==> src/rtl/bcdwd_pkg.sv <==
package bcdwd_pkg;

    // Register offsets: software decodes these, so they stay fixed.
    localparam logic [3:0] OFS_HUND = 4'hC;
    localparam logic [3:0] OFS_SECS = 4'hD;
    localparam logic [3:0] OFS_STAT = 4'hE;
    localparam logic [3:0] OFS_CTRL = 4'hF;

    // Bit positions inside the control and status bytes.
    localparam int CTRL_EN_BIT    = 1;
    localparam int CTRL_STEER_BIT = 0;
    localparam int STAT_FLAG_BIT  = 1;

    localparam int BCD_DIGIT_W = 4;

    typedef logic [BCD_DIGIT_W-1:0] bcd_digit_t;

endpackage

==> src/rtl/bcdwd_regs.sv <==
module bcdwd_regs
    import bcdwd_pkg::*;
#(
    parameter int ADDR_W = 4,
    parameter int DATA_W = 8
) (
    input  logic                clk,
    input  logic                rst_n,
    input  logic                wr_en,
    input  logic                rd_en,
    input  logic [ADDR_W-1:0]   addr,
    input  logic [DATA_W-1:0]   wdata,
    input  logic                flag_i,
    output logic [DATA_W-1:0]   rdata_o,
    output logic                en_o,
    output logic                steer_o,
    output logic                load_o,
    output logic [2*DATA_W-1:0] load_val_o,
    output logic                stat_rd_o
);

    typedef struct packed {
        logic [DATA_W-1:0] hund;
        logic [DATA_W-1:0] secs;
        logic              en;
        logic              steer;
        logic [DATA_W-1:0] rdata;
    } regs_st_t;

    regs_st_t q, d;

    logic hit_hund, hit_secs, hit_ctrl;

    always_comb begin
        d        = q;
        hit_hund = wr_en && (addr == ADDR_W'(OFS_HUND));
        hit_secs = wr_en && (addr == ADDR_W'(OFS_SECS));
        hit_ctrl = wr_en && (addr == ADDR_W'(OFS_CTRL));

        if (hit_hund) d.hund = wdata;
        if (hit_secs) d.secs = wdata;
        if (hit_ctrl) begin
            d.en    = wdata[CTRL_EN_BIT];
            d.steer = wdata[CTRL_STEER_BIT];
        end

        if (rd_en) begin
            d.rdata = '0;
            if (addr == ADDR_W'(OFS_HUND)) begin
                d.rdata = q.hund;
            end else if (addr == ADDR_W'(OFS_SECS)) begin
                d.rdata = q.secs;
            end else if (addr == ADDR_W'(OFS_STAT)) begin
                d.rdata[STAT_FLAG_BIT] = flag_i;
            end else if (addr == ADDR_W'(OFS_CTRL)) begin
                d.rdata[CTRL_EN_BIT]    = q.en;
                d.rdata[CTRL_STEER_BIT] = q.steer;
            end
        end

        // The reload takes the freshly written byte together with the other held byte.
        load_o     = hit_hund || hit_secs;
        load_val_o = {d.secs, d.hund};
        stat_rd_o  = rd_en && (addr == ADDR_W'(OFS_STAT));
    end

    always_ff @(posedge clk) begin
        if (!rst_n) q <= '0;
        else        q <= d;
    end

    assign rdata_o = q.rdata;
    assign en_o    = q.en;
    assign steer_o = q.steer;

    // a control write lands in the enable bit on the next cycle
    a_r1_ctrl_write: assert property (@(posedge clk) disable iff (!rst_n)
        (wr_en && addr == ADDR_W'(OFS_CTRL)) |=> (en_o == $past(wdata[CTRL_EN_BIT])));

endmodule

==> src/rtl/bcdwd_count.sv <==
module bcdwd_count
    import bcdwd_pkg::*;
#(
    parameter int NDIG = 4
) (
    input  logic                        clk,
    input  logic                        rst_n,
    input  logic                        tick_i,
    input  logic                        en_i,
    input  logic                        load_i,
    input  logic [NDIG*BCD_DIGIT_W-1:0] load_val_i,
    output logic                        expire_o
);

    localparam int CNT_W = NDIG * BCD_DIGIT_W;
    localparam logic [CNT_W-1:0] ONE_LSB = CNT_W'(1);

    typedef struct packed {
        logic [NDIG-1:0][BCD_DIGIT_W-1:0] cnt;
    } cnt_st_t;

    cnt_st_t q, d;

    logic [NDIG-1:0]                  lower_zero;
    logic [NDIG-1:0][BCD_DIGIT_W-1:0] dec;
    logic                             is_zero, is_one, step;

    // A digit borrows only when every digit below it is zero.
    for (genvar g = 0; g < NDIG; g++) begin : g_digit
        if (g == 0) begin : g_lsd
            assign lower_zero[g] = 1'b1;
        end else begin : g_upper
            assign lower_zero[g] = (q.cnt[g-1:0] == '0);
        end
        assign dec[g] = !lower_zero[g]        ? q.cnt[g] :
                        (q.cnt[g] == 4'd0)    ? bcd_digit_t'(9) :
                                                q.cnt[g] - bcd_digit_t'(1);
    end

    always_comb begin
        d        = q;
        is_zero  = (q.cnt == '0);
        is_one   = (q.cnt == ONE_LSB);
        step     = tick_i && en_i && !is_zero;
        expire_o = step && !load_i && is_one;
        if (load_i)    d.cnt = load_val_i;
        else if (step) d.cnt = dec;
    end

    always_ff @(posedge clk) begin
        if (!rst_n) q <= '0;
        else        q <= d;
    end

    // a count of zero stays at zero until a reload
    a_r10_zero_hold: assert property (@(posedge clk) disable iff (!rst_n)
        (q.cnt == '0 && !load_i) |=> (q.cnt == '0));

    // with the enable bit off and no reload, the count is held
    a_r9_hold_disabled: assert property (@(posedge clk) disable iff (!rst_n)
        (!en_i && !load_i) |=> $stable(q.cnt));

    // the count moves only on a strobe or a reload
    a_r2_step_on_tick: assert property (@(posedge clk) disable iff (!rst_n)
        (!tick_i && !load_i) |=> $stable(q.cnt));

    // a reload wins over a strobe in the same cycle
    a_r8_load_wins: assert property (@(posedge clk) disable iff (!rst_n)
        load_i |=> (q.cnt == $past(load_val_i)));

endmodule

==> src/rtl/bcdwd_expiry.sv <==
module bcdwd_expiry #(
    parameter int PULSE = 4
) (
    input  logic clk,
    input  logic rst_n,
    input  logic expire_i,
    input  logic steer_i,
    input  logic stat_rd_i,
    output logic flag_o,
    output logic irq_o,
    output logic rst_o
);

    localparam int PW = $clog2(PULSE + 1);

    typedef struct packed {
        logic          flag;
        logic          irq;
        logic [PW-1:0] pcnt;
    } exp_st_t;

    exp_st_t q, d;

    always_comb begin
        d = q;
        // The status read clears first, so an expiry in the same cycle still sets.
        if (stat_rd_i) begin
            d.flag = 1'b0;
            d.irq  = 1'b0;
        end
        if (q.pcnt != '0) d.pcnt = q.pcnt - PW'(1);
        if (expire_i) begin
            d.flag = 1'b1;
            if (steer_i) d.pcnt = PW'(PULSE);
            else         d.irq  = 1'b1;
        end
    end

    always_ff @(posedge clk) begin
        if (!rst_n) q <= '0;
        else        q <= d;
    end

    assign flag_o = q.flag;
    assign irq_o  = q.irq;
    assign rst_o  = (q.pcnt != '0);

    // Length of the current reset pulse, for the width check.
    logic [PW:0] hi_run;
    always_ff @(posedge clk) begin
        if (!rst_n || expire_i || !rst_o) hi_run <= '0;
        else if (hi_run != '1)            hi_run <= hi_run + 1'b1;
    end

    // the reset pulse never runs past its width
    a_r6_rst_width: assert property (@(posedge clk) disable iff (!rst_n)
        (hi_run <= (PW + 1)'(PULSE)));

    // the interrupt rises only on an unsteered expiry
    a_r6_irq_unsteered: assert property (@(posedge clk) disable iff (!rst_n)
        $rose(irq_o) |-> $past(expire_i && !steer_i));

    // the interrupt holds until the status read
    a_r4_irq_hold: assert property (@(posedge clk) disable iff (!rst_n)
        (irq_o && !stat_rd_i) |=> irq_o);

    // every expiry leaves the flag set
    a_r5_flag_set: assert property (@(posedge clk) disable iff (!rst_n)
        expire_i |=> flag_o);

endmodule

==> src/rtl/bcd_watchdog.sv <==
module bcd_watchdog
    import bcdwd_pkg::*;
#(
    parameter int ADDR_W      = 4,
    parameter int DATA_W      = 8,
    parameter int RST_PULSE_W = 4
) (
    input  logic              clk,
    input  logic              rst_n,
    input  logic              tick_i,
    input  logic              bus_wr,
    input  logic              bus_rd,
    input  logic [ADDR_W-1:0] bus_addr,
    input  logic [DATA_W-1:0] bus_wdata,
    output logic [DATA_W-1:0] bus_rdata,
    output logic              wd_irq,
    output logic              wd_rst
);

    localparam int NDIG = 2 * DATA_W / BCD_DIGIT_W;

    logic                en, steer, load, stat_rd, expire, flag;
    logic [2*DATA_W-1:0] load_val;

    bcdwd_regs #(.ADDR_W(ADDR_W), .DATA_W(DATA_W)) u_regs (
        .clk        (clk),
        .rst_n      (rst_n),
        .wr_en      (bus_wr),
        .rd_en      (bus_rd),
        .addr       (bus_addr),
        .wdata      (bus_wdata),
        .flag_i     (flag),
        .rdata_o    (bus_rdata),
        .en_o       (en),
        .steer_o    (steer),
        .load_o     (load),
        .load_val_o (load_val),
        .stat_rd_o  (stat_rd)
    );

    bcdwd_count #(.NDIG(NDIG)) u_count (
        .clk        (clk),
        .rst_n      (rst_n),
        .tick_i     (tick_i),
        .en_i       (en),
        .load_i     (load),
        .load_val_i (load_val),
        .expire_o   (expire)
    );

    bcdwd_expiry #(.PULSE(RST_PULSE_W)) u_expiry (
        .clk       (clk),
        .rst_n     (rst_n),
        .expire_i  (expire),
        .steer_i   (steer),
        .stat_rd_i (stat_rd),
        .flag_o    (flag),
        .irq_o     (wd_irq),
        .rst_o     (wd_rst)
    );

endmodule

==> config.mk <==
export PLATFORM = sky130hd
export DESIGN_NAME = bcd_watchdog
export DESIGN_NICKNAME = d
export VERILOG_FILES = /design/src/rtl/bcdwd_pkg.sv /design/src/rtl/bcdwd_regs.sv /design/src/rtl/bcdwd_count.sv /design/src/rtl/bcdwd_expiry.sv /design/src/rtl/bcd_watchdog.sv
export SDC_FILE = /design/constraint.sdc
export NUM_CORES = 1
export LEC_CHECK = 0
export BUFFER_PORTS_ARGS = -buffer_cell sky130_fd_sc_hd__buf_2
export CAP_MARGIN = 20
export CELL_PAD_IN_SITES_DETAIL_PLACEMENT = 2
export CELL_PAD_IN_SITES_GLOBAL_PLACEMENT = 2
export CORE_UTILIZATION = 31
export CTS_CLUSTER_SIZE = 14
export DETAILED_ROUTE_END_ITERATION = 6
export GPL_ROUTABILITY_DRIVEN = 0
export PLACE_DENSITY = 0.8
export SYNTH_ARGS = -nofsm -noshare
export SYNTH_HDL_FRONTEND = slang
export SYNTH_HIERARCHICAL = 1
export SYNTH_SLANG_ARGS = --single-unit
==> constraint.sdc <==
create_clock -name clk -period 2 [get_ports clk]
set_input_delay 0 -clock clk [delete_from_list [all_inputs] [get_ports clk]]
set_output_delay 0 -clock clk [all_outputs]
set_load 0.01 [all_outputs]
==> implementation parameters, run 1 <==
Parameter                              Value

Outcome
  Status    completed

Floorplan
  Die Outline Area    8192 sq um
  Number of rows created at floorplan    31
  Effective utilization at floorplan    0.3278
  Core box area    7408 sq um
  Vert. Die Dim    about 91 um
  Horizontal extent of the die    around 90 um
  Number of top-level pins    27

Critical path
  Kind of critical path    reg -> reg
  Capture instance of the worst register-to-register path    u_expiry/q[0]
  Path depth of the worst reg2reg path    7
  Crit path arrival time    2000 ps
  Critical-path maximum fanout    7
  Req. time, crit path    2200 ps
  R2r setup slk    between 200 and 250 ps
  CP Capture Type    flip-flop
  Critical R2R Launch    u_count/q[8]
  Longest individual stage delay on the worst path    400 ps
  Most prevalent standard cell on the critical path    nand2_1
  Ordered list of cells on the worst path    nor4_4 > and3_2 > nand2_1 > nor4b_2 > nand2_1 > nand2_1 > nor2_1
  Cell with the biggest individual delay on the critical path    dfxtp_1
  Crit path launch type    flip-flop

Power
  Seq pwr share    0.498
  Power Dens Cells    717.0 nW/um^2
  Combinational fraction of design power    0.205
  Internal power of the cells    between 1 and 1.5 mW
  Power share of the clock group    0.297
  Leak pwr    approximately 1.1 nW
  Post-route total power    ~2 mW
  Share of total power consumed by net switching    0.3106
  P_sw    0.6333 mW
  Maximum ir drop on the vdd rail    243.7 uV

Run
  # Max-Cap Violations    0

Place
  Place WS    ~99 ps
  Placed instance count    419
  Post-placement cell area    around 2700 sq um
  Port Buf Inserts    26
  Hpwl dp    between 5000 and 6000 um

Global routing
  Pin count of the biggest net entering global routing    21
  GRT Resource Usage Total    0.1947
  Initial antenna violation count    0
  Number of global-route vias before repair    2,486
  Wire length of the first global-routing pass    12,700 um
  Aggregate global routing overflow    0

Worst hold path
  WHS Endpoint    u_regs/q[17]
  Start point of the worst hold path    bus_wdata[7]
  Hold-critical path depth    3
  Hold crit path type    in -> reg

Layout
  N_diodes    0
  Post-synthesis to final-layout area growth    17.10%
  Area of all placed cells without fillers    2844 sq um
  Most common cell after layout, fill and taps aside    dfxtp_1
  Top library cells by usage in the layout, fill and taps aside    dfxtp_1, o21ai_0, a21oi_1
  Fin nets    353
  End-of-flow core utilization    0.3839
  Count of non-filler cells in the finished layout    434
  Layout cells sized above 1    0.1970

STA
  Sum Neg Setup Slack    0 ps
  Minimum period implied by the final worst setup slack    1793 ps
  Max-slew violations    0
  Final Hold Viols    0
  Final clock period utilization by the worst path    0.8967
  Rel. slew slack    0.6507
  Hold Slack    around 9.8 ps
  Actual slew at the worst max-slew pin    approximately 520 ps
  Post-Route Skew    6.764 ps
  Worst Setup Slack, final    206.6 ps
  Unrepaired setup endpoints after global routing    no
  Achievable Freq    between 500 and 600 MHz
  Final setup fails    0

Drt
  Initial detailed-routing violation count    83
  Via count    2,393
  Detailed-routing wirelength on met1    ~3700 um
  Number of search-and-repair iterations in the first detailed-routing pass    4
  Met2 routed wirelength    about 3800 um
  Metal3 WL    between 150 and 200 um
  Post-route antenna net violation count    0
  Routed vias/inst    5.514
  Uppermost signal routing layer after detailed routing    met4
  Wire length reported by the detailed router    around 7700 um
  Remaining DRCs    0
  Avg WL per Cell    around 18 um

CTS
  Cell at the root of the clock tree    clkbuf_8
  Worst-Skew Late Latency    310 ps
  TritonCTS Buffers    5
  Maximum clock path buffer count    2
  Clock slew seen by the registers of the worst setup and hold paths    roughly 100 ps
  Clock H-tree levels    2
  Number of sinks driven by the clock tree    47
  TritonCTS clock tree    built
  Setup repair bufs after CTS    0

Yosys
  Number of instances in the synthesized netlist    299
  Top cell type by total area after synthesis    dfxtp_1
  Sequential share of the synthesized area    0.3874
  Nets in the synthesized netlist    318
  Count of flip-flops with a built-in enable after synthesis    0
  Netlist area before placement    2429 sq um
  Top cells by area in the synthesized netlist    dfxtp_1, o21ai_0, a21oi_1
  Most used flip-flop cell after synthesis    dfxtp_1
  Synthesis-stage register bit count    47
  Average footprint of a synthesized cell    roughly 8 sq um
  Count of synthesis-stage warnings from yosys    6
  Area share of the largest cell type after synthesis    0.3874
  Proportion of register bits with asynchronous set or reset after synthesis    0
  Unique masters post-synth    50
==> power groups by stage <==
stage	Sequential [mW]	Clock (mW)	Combinational, mW
floorplan	1.03	0	0.289
global placement	1.04	0	0.395
detailed placement	1.04	0	0.410
CTS	1.02	0.622	0.424
global route	1.02	0.663	0.469
finish	1.02	0.606	0.419
==> Yosys cell counts (2+ instances only) <==
cell / instances
dfxtp_1: 47
o21ai_0: 41
a21oi_1: 33
nand2_1: 31
nand3_1: 26
buf_4: 10
clkbuf_1: 10
a31oi_1: 8
nor2_1: 8
nor3_1: 8
a22oi_1: 7
inv_1: 7
nand2b_1: 5
clkinv_1: 4
o21a_1: 3
or2_2: 3
or3_1: 3
a211o_1: 2
and3_2: 2
and4bb_2: 2
ha_1: 2
nand3b_1: 2
nand4_1: 2
nor4_4: 2
o211a_1: 2
o221a_2: 2
o31ai_1: 2
o41ai_1: 2
or4_1: 2
==> sequential cells by signal, indices dropped and copies added, names as in the netlist <==
name and flops:
u_expiry/flag_o 1, u_expiry/q 3, u_regs/steer_o 1, u_expiry/irq_o 1
u_regs/en_o 1, u_count/q 16, u_regs/q 16, u_regs/rdata_o 8
==> logic make-up (layout without fill, tap and decap cells) <==
kind of cell               Yosys count  after routing  synth area share
buffers and inverters               32             68           0.06801
muxes                                1              1          0.004122
AOI/OAI and AO/OA                  108            108            0.2648
xor gates and xnor gates             1              1          0.003607
adders and majority gates            2              2           0.01030
and+or+nand+nor                    108            108            0.2617
DFF                                 47             47            0.3874
==> layer usage <==
metal / GRT usage / vias to the layer above
met5: 0 / -
met4: 0.04973 / 0
met3: 0.02778 / 9
met2: 0.3447 / 35
met1: 0.2457 / 1190
li1: - / 1159
==> worst max-delay path, delay by kind of cell (launching register included) <==
kind	cells	cell delay [ps]
flip-flops	1	400
AND/OR/NAND/NOR	7	1300
==> final cells by class <==
class / count / area (sq um)
well taps: 99 / 123.9
multi-input cells: 220 / 1329
inverters: 11 / 41.29
flip-flops and latches: 47 / 940.9
clock buffers: 5 / 68.82
repair buffers: 49 / 320.3
fillers: 851 / 4564
clock inverters: 3 / 20.02
==> repair_timing <==
| item | CTS | global route |
|---|---|---|
| hold buffers | 7 | 0 |
| resized for setup | 0 | 1 |
| setup endpoints to repair | 0 | 3 |
| hold endpoints to repair | 8 | 0 |
==> worst max-delay path by stage <==
stage	end	cells past startpoint	from
3_5_place_dp	u_expiry/q[0]	7	u_count/q[8]
6_report	u_expiry/q[0]	7	u_count/q[8]
4_1_cts	u_expiry/q[0]	7	u_count/q[8]
2_1_floorplan	u_expiry/q[1]	8	u_count/q[4]
5_1_grt	u_expiry/q[0]	7	u_count/q[8]
3_3_place_gp	u_expiry/q[1]	7	u_count/q[8]
Note: power is estimated with default switching activity, not from simulation.
==> run 2: changes to the inputs <==
- CORE_UTILIZATION: 31 -> 37
- PLACE_DENSITY: 0.8 -> 0.89
- clock period: 2 -> 2.1 ns (I/O delays scaled with it)
==> run 2 against run 1 <==
Compared with the run above:
- setup slack got worse by 43 ps
- sequential cell count unchanged
- global-route usage up 7.7 points
- cell area shrank 0.48%
- hold slack got worse by 8.0 ps
- critical path depth increased by 1
- utilization rose by 6.2 points
- via count rose by 3.3%
- clock skew increased by 5.4 ps
==> implementation parameters, run 2 (synthesized netlist as in run 1, its figures left out) <==
Parameter                              Value

Outcome
  Status    completed

STA
  Minimum period implied by the final worst setup slack    1936 ps (+142.9 ps)
  Worst Setup Slack, final    163.7 ps (-42.85 ps)
  Rel. slew slack    0.6107 (-0.04004)
  Achievable Freq    516.4 MHz (-7.4%)
  Final setup fails    0 (unchanged)
  Actual slew at the worst max-slew pin    581.9 ps (+57.91 ps)
  Sum Neg Setup Slack    0 ps (unchanged)
  Max-slew violations    0 (unchanged)
  Final Hold Viols    0 (unchanged)
  Post-Route Skew    12.15 ps (+5.389 ps)
  Unrepaired setup endpoints after global routing    no
  Final clock period utilization by the worst path    0.9220 (+0.02532)
  Hold Slack    1.866 ps (-7.963 ps)

CTS
  Maximum clock path buffer count    2 (unchanged)
  Number of sinks driven by the clock tree    47 (unchanged)
  Worst-Skew Late Latency    310 ps (about the same)
  TritonCTS Buffers    5 (unchanged)
  Clock slew seen by the registers of the worst setup and hold paths    100 ps (about the same)
  Clock H-tree levels    2 (unchanged)
  Cell at the root of the clock tree    clkbuf_8
  TritonCTS clock tree    built

Run
  # Max-Cap Violations    0 (unchanged)

Floorplan
  Die Outline Area    6891 sq um (-16%)
  Core box area    6350 sq um (-14%)
  Horizontal extent of the die    83.02 um (-8.3%)
  Effective utilization at floorplan    0.3825 (+0.05465)
  Number of top-level pins    27 (unchanged)
  Number of rows created at floorplan    29 (-6.5%)
  Vert. Die Dim    83.02 um (-8.3%)

Global routing
  Initial antenna violation count    0 (unchanged)
  GRT Resource Usage Total    0.2717 (+0.07700)
  Pin count of the biggest net entering global routing    21 (unchanged)
  Aggregate global routing overflow    0 (unchanged)
  Wire length of the first global-routing pass    14,580 um (+15%)
  Number of global-route vias before repair    2,767 (+11%)

Drt
  Post-route antenna net violation count    0 (unchanged)
  Initial detailed-routing violation count    110 (+33%)
  Remaining DRCs    0 (unchanged)
  Routed vias/inst    6.017 (+9.1%)
  Via count    2,473 (+3.3%)
  Avg WL per Cell    21.79 um (+22%)
  Number of search-and-repair iterations in the first detailed-routing pass    4 (unchanged)
  Wire length reported by the detailed router    8957 um (+16%)

Layout
  Area of all placed cells without fillers    2830 sq um (-0.48%)
  Layout cells sized above 1    0.1976 (+0.0005899)
  Most common cell after layout, fill and taps aside    dfxtp_1
  Post-synthesis to final-layout area growth    16.54%
  N_diodes    0 (unchanged)
  # fillers    723 (-15%)
  Top library cells by usage in the layout, fill and taps aside    dfxtp_1, o21ai_0, a21oi_1
  Fin nets    352 (-0.28%)

Critical path
  Worst path top cell family by delay    simple AND/OR/NAND/NOR gates
  Buffering stage count on the worst path with inverters included    1 (+1)
  Crit path arrival time    2140 ps (+140 ps)
  Kind of critical path    reg -> reg
  Req. time, crit path    2310 ps (+110 ps)
  Crit path launch type    flip-flop
  Critical-path maximum fanout    4 (-3)
  Cell with the biggest individual delay on the critical path    nor4_4
  Longest individual stage delay on the worst path    400 ps (about the same)
  CP Capture Type    flip-flop
  Ordered list of cells on the worst path    nor4_4 > and3_2 > nand2_1 > nor4b_1 > buf_4 > nand2_1 > nand2_1 > nor2_1
  Most prevalent standard cell on the critical path    nand2_1
  R2r setup slk    160 ps (-40 ps)

Worst hold path
  Hold crit path type    in -> reg

Place
  Hpwl dp    5889 um (+1.3%)
  Port Buf Inserts    26 (unchanged)
  Place WS    42.45 ps (-56.18 ps)
  Post-placement cell area    2644 sq um (-1.3%)

Power
  Power Dens Cells    738.7 nW/um^2 (+3.0%)
  Leak pwr    1.165 nW (+1.6%)
  Post-route total power    2.091 mW (+2.5%)
  Maximum ir drop on the vdd rail    546.5 uV (+120%)
## run 2: cell count changes in the layout (fill, tap and decap cells not counted), sizes merged
cell	before	now
bufinv	0	1
clkinvlp	2	0
clkinv	5	6
dlygate4sd3	7	5
buf	42	43
## run 2: final timing paths
check	start	to	cells after the start
worst max-delay path	u_count/q[14]	u_expiry/q[0]	8
worst min-delay path	bus_wdata[0]	u_regs/steer_o	3
worst max register to register	u_count/q[14]	u_expiry/q[0]	8
worst min register to register	u_regs/q[19]	u_regs/rdata_o[1]	2
## run 2: repair_timing
action,CTS,global route
pin swaps,0,1
setup buffers,0,2
resized for setup,1,0
endpoints found under the setup margin,2,3
hold buffers,5,0
hold endpoints to repair,5,0
## run 2: cell type report
class | count | area, sq um | share of cell area
clock buffer | 5 | 68.82 | 0.02431
timing repair buffer | 48 | 307.8 | 0.1088
clock inverter | 3 | 43.79 | 0.01547
inverter | 11 | 41.29 | 0.01459
multi-input combinational | 220 | 1331 | 0.4704
sequential | 47 | 940.9 | 0.3324
tap | 77 | 96.34 | 0.03404
## run 2: stage by stage
step / std cells / util
final: 411 / 0.4457
after global routing: 411 / 0.4457
after CTS: 409 / 0.4434
after detailed placement: 396 / 0.4164
after global placement: 396 / 0.4164
after floorplan: 299 / -
## run 2: power breakdown
part	internal [mW]	total [mW]	switching, mW
Clock	0.356	0.701	0.345
Sequential	0.936	0.972	0.0369
Combinational	0.174	0.417	0.244
Total	1.46	2.09	0.626
## run 2: worst reg2reg max path: stages, from the launching register on
cell and delay (ps):
dfxtp_1 370, nor4_4 400, and3_2 260, nand2_1 50
nor4b_1 320, buf_4 190, nand2_1 80, nand2_1 110
nor2_1 50
## run 2: per-layer routing
layer  vias to the layer above  GRT usage  routed length, um  part of all wire
met3                        21    0.03877                213             0.024
met5                         -          0                  0                 0
met4                         0     0.1176                276             0.031
met2                        57     0.4829               4539              0.51
met1                      1226     0.3246               3928              0.44
li1                       1169          -                  -                 -
